[src/rtl/stereo_fade_pkg.sv]
package stereo_fade_pkg;

  typedef enum logic [1:0] {
    FADE_UNITY  = 2'd0,
    FADE_RAMP   = 2'd1,
    FADE_SILENT = 2'd2
  } fade_state_e;

  function automatic int ceil_div(input int num, input int den);
    return (num + den - 1) / den;
  endfunction

endpackage

[src/rtl/bclk_watch.sv]
module bclk_watch #(
  parameter int TIMEOUT_CYC = 64
) (
  input  logic clk,
  input  logic rst_n,
  input  logic bclk_i,
  output logic lost_o
);
  localparam int CNT_W = $clog2(TIMEOUT_CYC + 1);
  localparam logic [CNT_W-1:0] LIMIT = CNT_W'(TIMEOUT_CYC);

  logic [2:0]       sync_q;
  logic [CNT_W-1:0] quiet_q;
  logic             edge_seen;

  assign edge_seen = sync_q[1] ^ sync_q[2];

  always_ff @(posedge clk) begin
    if (!rst_n) begin
      sync_q  <= '0;
      quiet_q <= '0;
    end else begin
      sync_q <= {sync_q[1:0], bclk_i};
      if (edge_seen)
        quiet_q <= '0;
      else if (quiet_q != LIMIT)
        quiet_q <= quiet_q + 1'b1;
    end
  end

  assign lost_o = (quiet_q == LIMIT);

  assert_quiet_flags_loss_R5: assert property (@(posedge clk) disable iff (!rst_n)
    (quiet_q == LIMIT - 1'b1 && !edge_seen) |=> lost_o);
  assert_edge_clears_R5: assert property (@(posedge clk) disable iff (!rst_n)
    edge_seen |=> !lost_o);
endmodule

[src/rtl/fade_gain_ctrl.sv]
module fade_gain_ctrl
  import stereo_fade_pkg::*;
#(
  parameter int GAIN_FRAC = 20,
  parameter int RAMP_LEN  = 800,
  localparam int GAIN_W   = GAIN_FRAC + 1
) (
  input  logic              clk,
  input  logic              rst_n,
  input  logic              mute_req_i,
  input  logic              strobe_i,
  output logic [GAIN_W-1:0] gain_o
);
  localparam int UNITY = 1 << GAIN_FRAC;
  localparam int STEP  = ceil_div(UNITY, RAMP_LEN);
  localparam logic [GAIN_W-1:0] UNITY_G = GAIN_W'(UNITY);
  localparam logic [GAIN_W-1:0] STEP_G  = GAIN_W'(STEP);

  fade_state_e       state_q;
  logic [GAIN_W-1:0] gain_q;
  logic              ramp_step;
  logic              ramp_last;

  assign ramp_step = mute_req_i && strobe_i;
  assign ramp_last = ramp_step && (gain_q <= STEP_G);

  always_ff @(posedge clk) begin
    if (!rst_n) begin
      state_q <= FADE_SILENT;
      gain_q  <= '0;
    end else if (!mute_req_i) begin
      state_q <= FADE_UNITY;
      gain_q  <= UNITY_G;
    end else if (ramp_last) begin
      state_q <= FADE_SILENT;
      gain_q  <= '0;
    end else if (ramp_step) begin
      state_q <= FADE_RAMP;
      gain_q  <= gain_q - STEP_G;
    end
  end

  assign gain_o = gain_q;

  assert_release_unity_R4: assert property (@(posedge clk) disable iff (!rst_n)
    !mute_req_i |=> (gain_o == UNITY_G));
  assert_step_down_R3: assert property (@(posedge clk) disable iff (!rst_n)
    (mute_req_i && strobe_i && gain_o > STEP_G) |=> (gain_o == $past(gain_o) - STEP_G));
  assert_clamp_zero_R3: assert property (@(posedge clk) disable iff (!rst_n)
    (mute_req_i && strobe_i && gain_o <= STEP_G) |=> (gain_o == '0));
  assert_hold_between_R3: assert property (@(posedge clk) disable iff (!rst_n)
    (mute_req_i && !strobe_i) |=> $stable(gain_o));
  assert_silent_gain_R7: assert property (@(posedge clk) disable iff (!rst_n)
    (state_q == FADE_SILENT) |-> (gain_o == '0));
  assert_gain_bound_R3: assert property (@(posedge clk) disable iff (!rst_n)
    gain_o <= UNITY_G);
endmodule

[src/rtl/sample_scale.sv]
module sample_scale #(
  parameter int DATA_W    = 24,
  parameter int GAIN_FRAC = 20,
  localparam int GAIN_W   = GAIN_FRAC + 1
) (
  input  logic                     clk,
  input  logic                     rst_n,
  input  logic                     valid_i,
  input  logic [GAIN_W-1:0]        gain_i,
  input  logic signed [DATA_W-1:0] sample_i,
  output logic signed [DATA_W-1:0] sample_o
);
  localparam int PROD_W = DATA_W + GAIN_W + 1;
  localparam logic [GAIN_W-1:0] UNITY_G = GAIN_W'(1 << GAIN_FRAC);

  function automatic logic signed [DATA_W-1:0] scale_round(
    input logic signed [DATA_W-1:0] s,
    input logic [GAIN_W-1:0]        g
  );
    logic signed [PROD_W-1:0] se, ge, p, sh;
    se = PROD_W'(s);
    ge = PROD_W'($signed({1'b0, g}));
    p  = se * ge + (PROD_W'(1) <<< (GAIN_FRAC - 1));
    sh = p >>> GAIN_FRAC;
    return DATA_W'(sh);
  endfunction

  always_ff @(posedge clk) begin
    if (!rst_n)
      sample_o <= '0;
    else if (valid_i)
      sample_o <= scale_round(sample_i, gain_i);
  end

  assert_zero_gain_silent_R7: assert property (@(posedge clk) disable iff (!rst_n)
    (valid_i && gain_i == '0) |=> (sample_o == '0));
  assert_unity_passes_R7: assert property (@(posedge clk) disable iff (!rst_n)
    (valid_i && gain_i == UNITY_G) |=> (sample_o == $past(sample_i)));
endmodule

[src/rtl/stereo_fade_mute.sv]
module stereo_fade_mute #(
  parameter int DATA_W      = 24,
  parameter int GAIN_FRAC   = 20,
  parameter int RAMP_LEN    = 800,
  parameter int TIMEOUT_CYC = 64,
  localparam int GAIN_W     = GAIN_FRAC + 1,
  localparam int NUM_CH     = 2
) (
  input  logic              clk,
  input  logic              rst_n,
  input  logic              mute_n_i,
  input  logic              bclk_i,
  input  logic              smp_valid_i,
  input  logic [DATA_W-1:0] smp_left_i,
  input  logic [DATA_W-1:0] smp_right_i,
  output logic              out_valid_o,
  output logic [DATA_W-1:0] out_left_o,
  output logic [DATA_W-1:0] out_right_o,
  output logic [GAIN_W-1:0] gain_o,
  output logic              bclk_lost_o
);
  logic                     clk_lost;
  logic                     mute_req;
  logic [GAIN_W-1:0]        gain;
  logic                     valid_q;
  logic signed [DATA_W-1:0] ch_in  [NUM_CH];
  logic signed [DATA_W-1:0] ch_out [NUM_CH];

  bclk_watch #(.TIMEOUT_CYC(TIMEOUT_CYC)) u_watch (
    .clk    (clk),
    .rst_n  (rst_n),
    .bclk_i (bclk_i),
    .lost_o (clk_lost)
  );

  assign mute_req = !mute_n_i || clk_lost;

  fade_gain_ctrl #(.GAIN_FRAC(GAIN_FRAC), .RAMP_LEN(RAMP_LEN)) u_gain (
    .clk        (clk),
    .rst_n      (rst_n),
    .mute_req_i (mute_req),
    .strobe_i   (smp_valid_i),
    .gain_o     (gain)
  );

  assign ch_in[0] = $signed(smp_left_i);
  assign ch_in[1] = $signed(smp_right_i);

  for (genvar ch = 0; ch < NUM_CH; ch++) begin : g_chan
    sample_scale #(.DATA_W(DATA_W), .GAIN_FRAC(GAIN_FRAC)) u_scale (
      .clk      (clk),
      .rst_n    (rst_n),
      .valid_i  (smp_valid_i),
      .gain_i   (gain),
      .sample_i (ch_in[ch]),
      .sample_o (ch_out[ch])
    );
  end

  always_ff @(posedge clk) begin
    if (!rst_n) valid_q <= 1'b0;
    else        valid_q <= smp_valid_i;
  end

  assign out_valid_o = valid_q;
  assign out_left_o  = ch_out[0];
  assign out_right_o = ch_out[1];
  assign gain_o      = gain;
  assign bclk_lost_o = clk_lost;

  assert_channels_match_R2: assert property (@(posedge clk) disable iff (!rst_n)
    (smp_valid_i && smp_left_i == smp_right_i) |=> (out_left_o == out_right_o));
  assert_pin_mute_fades_R1: assert property (@(posedge clk) disable iff (!rst_n)
    (!mute_n_i && smp_valid_i && gain_o != '0) |=> (gain_o < $past(gain_o)));
  assert_out_strobe_R6: assert property (@(posedge clk) disable iff (!rst_n)
    smp_valid_i |=> out_valid_o);
endmodule

[config.mk]
export PLATFORM = sky130hd
export DESIGN_NAME = stereo_fade_mute
export DESIGN_NICKNAME = d
export VERILOG_FILES = /design/src/rtl/stereo_fade_pkg.sv /design/src/rtl/bclk_watch.sv /design/src/rtl/fade_gain_ctrl.sv /design/src/rtl/sample_scale.sv /design/src/rtl/stereo_fade_mute.sv
export SDC_FILE = /design/constraint.sdc
export NUM_CORES = 2
export LEC_CHECK = 0
export ABC_AREA = 0
export BUFFER_PORTS_ARGS = -buffer_cell sky130_fd_sc_hd__buf_2
export CAP_MARGIN = 20
export CORE_MARGIN = 5
export CORE_UTILIZATION = 47
export DETAILED_ROUTE_END_ITERATION = 16
export SLEW_MARGIN = 20
export SYNTH_ARGS = -nofsm -noshare
export SYNTH_HDL_FRONTEND = slang
export SYNTH_SLANG_ARGS = --single-unit
[constraint.sdc]
create_clock -name clk -period 16.79 [get_ports clk]
set_input_delay 3.358 -clock clk [delete_from_list [all_inputs] [get_ports clk]]
set_output_delay 3.358 -clock clk [all_outputs]
set_load 0.01 [all_outputs]
==> impl_results.md <==
* Status: finished clean
* Final Hold Viols at 0
* Reg-to-reg startpoint: u_gain.gain_o[2]
* Chip Width at 299 um
* Area leader, netlist: fa_1
* Number of synthesized flops with an enable pin at 0
* CP Capture Type: register
* Setup bufs post-CTS at 0
* Ratio of final minimum period to clock period at 0.613
* Pwr per Cell Area at 41.1 mW/mm^2
* Slowest cell on crit path: fa_1
* Top-area cell type share of the netlist area at 0.513
* Most area-consuming cells after synthesis: fa_1, inv_1, ha_1
* MaxCap Viol Count at 0
* Clock Latency Late Sink at 0.40 ns
* Fmax at 0.0972 GHz
* CP dominant cell by count: fa_1
* Initial antenna violation count at 4
* Crit-path cells: buf_2 -> nand2_1 -> fa_1 -> fa_1 -> fa_1 -> inv_1 -> fa_1 -> fa_1 -> fa_1 -> inv_1 -> fa_1 -> inv_1 -> ha_1 -> nand4_1 -> nor3_1 -> o21ai_0 -> o21ai_1 -> o41ai_4 -> or2_1 -> a211oi_1 -> mux2_1 -> a21oi_1
* IO Pins at 124
* CTS tree: done
* Crit path launch: smp_right_i[23]
* Fin crit period at 10.29 ns
* DRT Wirelength at 99900 um
* Post-Route Utilization at 0.496
* Total GRT Usage at 0.234
* CTS sink count at 80
* CP max FO at 21
* Ys Warns at 0
* Mapped Area at 0.0392 mm^2
* Static leakage at 21.8 nW
* Hold Path Class: reg -> reg
* Post-Syn Nets at 5649
* Hold Buf Count CTS at 0
* RSZ-0062 raised after global routing: no
* Multi-input logic area at 0.0325 mm^2
* Fillers at 7940
* Register area share after synthesis at 0.0409
* Worst-margin pin slew at 1.11 ns
* FF+latch count, synth at 80
* Bufs on Longest Clock Path at 2
* Htree depth at 3
* Vias post-DR at 27100
* Max-slew violations at 0
* DRT iter0 DRCs at 1287
* Hold Path Origin: u_watch.sync_q[0]
* 1st-pass router iterations at 5
* Largest net degree at the start of global routing at 53
* Input/output buffers at 123
* Synth cell count leaders: inv_1, fa_1, nand2_1, and2_1, ha_1
* Unique masters post-synth at 68
* Peak supply drop at 0.0000513 V
* Routability cong. at 0.836
* GR Overflow Total at 0
* Total die area at 0.0892 mm^2
* Relative slew slack at 0.261
* Hold_ws at 0.437 ns
* Die height at 299 um
* Worst Setup Start Kind: input port
* Routed WL per cell at 18.9 um
* Placed cell area at 0.0405 mm^2
* Number of global-route vias before repair at 30000
* Register area at 0.00163 mm^2
* Worst path top cell family by delay: adder cells
* Crit-path max cell delay at 0.84 ns
* Area growth, synth to finish at 4.24%
* Post_cts resized at 0
* Clock slew at reported path FFs at 0.07 ns
* First-pass GRT wire length at 164000 um
* Finished Cell Area at 0.0408 mm^2
* Post-synthesis async set-or-reset flop share at 0
* Predominant post-synthesis flop cell: dfxtp_1
* WP buf/inv at 4
* CTS Buf Count at 9
* Vias per cell at 5.12
* DP Wirelength at 76800 um
* Nets@finish at 5585
* Count leader, synth: inv_1
* Fraction of layout cells with a size suffix above 1 at 0.0492
* Setup Skew at 0.0196 ns
* CTS root buf: clkbuf_16
* Critical path arrival at 10.62 ns
* Final TNS setup at 0 ns
* Initial Util at 0.475
* Mean Syn Cell Area at 9.14 um^2
* Core Rows at 105
* Critical Path RT at 17.12 ns
* Core area at 0.0824 mm^2
* Remaining DRCs at 0
* Worst Path Class, Setup: in -> reg
* DRT antenna net count at 0
* Final setup viols at 0
* Mapped Cells at 4287
==> area by class of cell <==
class	instances	area share
clock buffers	9	0.00552
diodes	2	0.000123
multi-input cells	2859	0.796
inverters	1126	0.104
clock inverters	7	0.00261
repair buffers	147	0.0195
well taps	1070	0.0328
flip-flops and latches	80	0.0399
==> path summary, 6_finish.rpt <==
check                                   endpoint  slack (ns)  cells after the start
setup reg to reg  g_chan[1].u_scale.sample_o[23]        8.72                     22
setup / recovery  g_chan[1].u_scale.sample_o[23]        6.50                     22
hold / removal                 u_watch.sync_q[1]        0.44                      1
hold reg to reg                u_watch.sync_q[1]        0.44                      1
==> cells in the final DEF (no fill, tap or decap), types with 6 or more instances in the layout <==
master / count
o21a_1: 6
a21o_1: 18
a211o_1: 6
ha_1: 305
a21oi_1: 52
a31oi_1: 9
nand2_1: 538
nand4_1: 14
mux2i_1: 16
dfxtp_2: 21
a22o_1: 7
xnor2_1: 69
fa_1: 1004
inv_1: 1126
o21ai_0: 43
and2_1: 534
xor2_1: 33
nor3_1: 14
nor2_1: 69
buf_2: 123
buf_4: 24
nor2b_1: 9
nand3_1: 22
a211oi_1: 7
clkbuf_16: 9
o21ai_1: 13
dfxtp_1: 59
==> stage by stage <==
| step | setup slack [ns] | total power, mW | instances |
|---|---|---|---|
| finish | 6.50 | 1.68 | 5300 |
| floorplan | 7.04 | 1.12 | 4287 |
| detailed placement | 6.08 | 1.46 | 5282 |
| global placement | 6.13 | 1.45 | 5282 |
| global route | 6.03 | 1.87 | 5300 |
| CTS | 6.47 | 1.72 | 5298 |
==> sequential cells by signal, summed over array words and instances, names as in the netlist <==
signal	cells
g_chan.u_scale.sample_o	48
out_valid_o	1
u_gain.gain_o	21
u_watch.quiet_q	7
u_watch.sync_q	3
==> logic make-up after synthesis <==
| logic type | synth area share |
|---|---|
| XOR/XNOR | 0.0228 |
| multiplexers | 0.00438 |
| buffers and inverters | 0.130 |
| AND/OR/NAND/NOR | 0.159 |
| adder cells (fa/ha/maj) | 0.611 |
| AO/OA/AOI/OAI | 0.0324 |
| flip-flops | 0.0409 |
==> power by group <==
group | switching, mW | internal [mW]
logic | 0.703 | 0.479
registers | 0.0301 | 0.228
clock network | 0.106 | 0.133
total | 0.839 | 0.840
==> layer usage <==
| metal | track usage | vias up | wire length [um] |
|---|---|---|---|
| li1 | - | 12100 | - |
| met1 | 0.307 | 14200 | 41700 |
| met2 | 0.402 | 677 | 49300 |
| met3 | 0.0302 | 160 | 5010 |
| met4 | 0.0855 | 2 | 3890 |
| met5 | 0 | - | 7 |
==> worst reg2reg max path: cells and delay by family (launching register included) <==
family          cells  cell delay [ns]
buf+inv             4             0.80
compound gates      5             1.21
simple gates        4             0.95
mux                 1             0.36
flops               1             0.50
fa+ha+maj           8             4.19
Power figures use the tool's default switching activity.
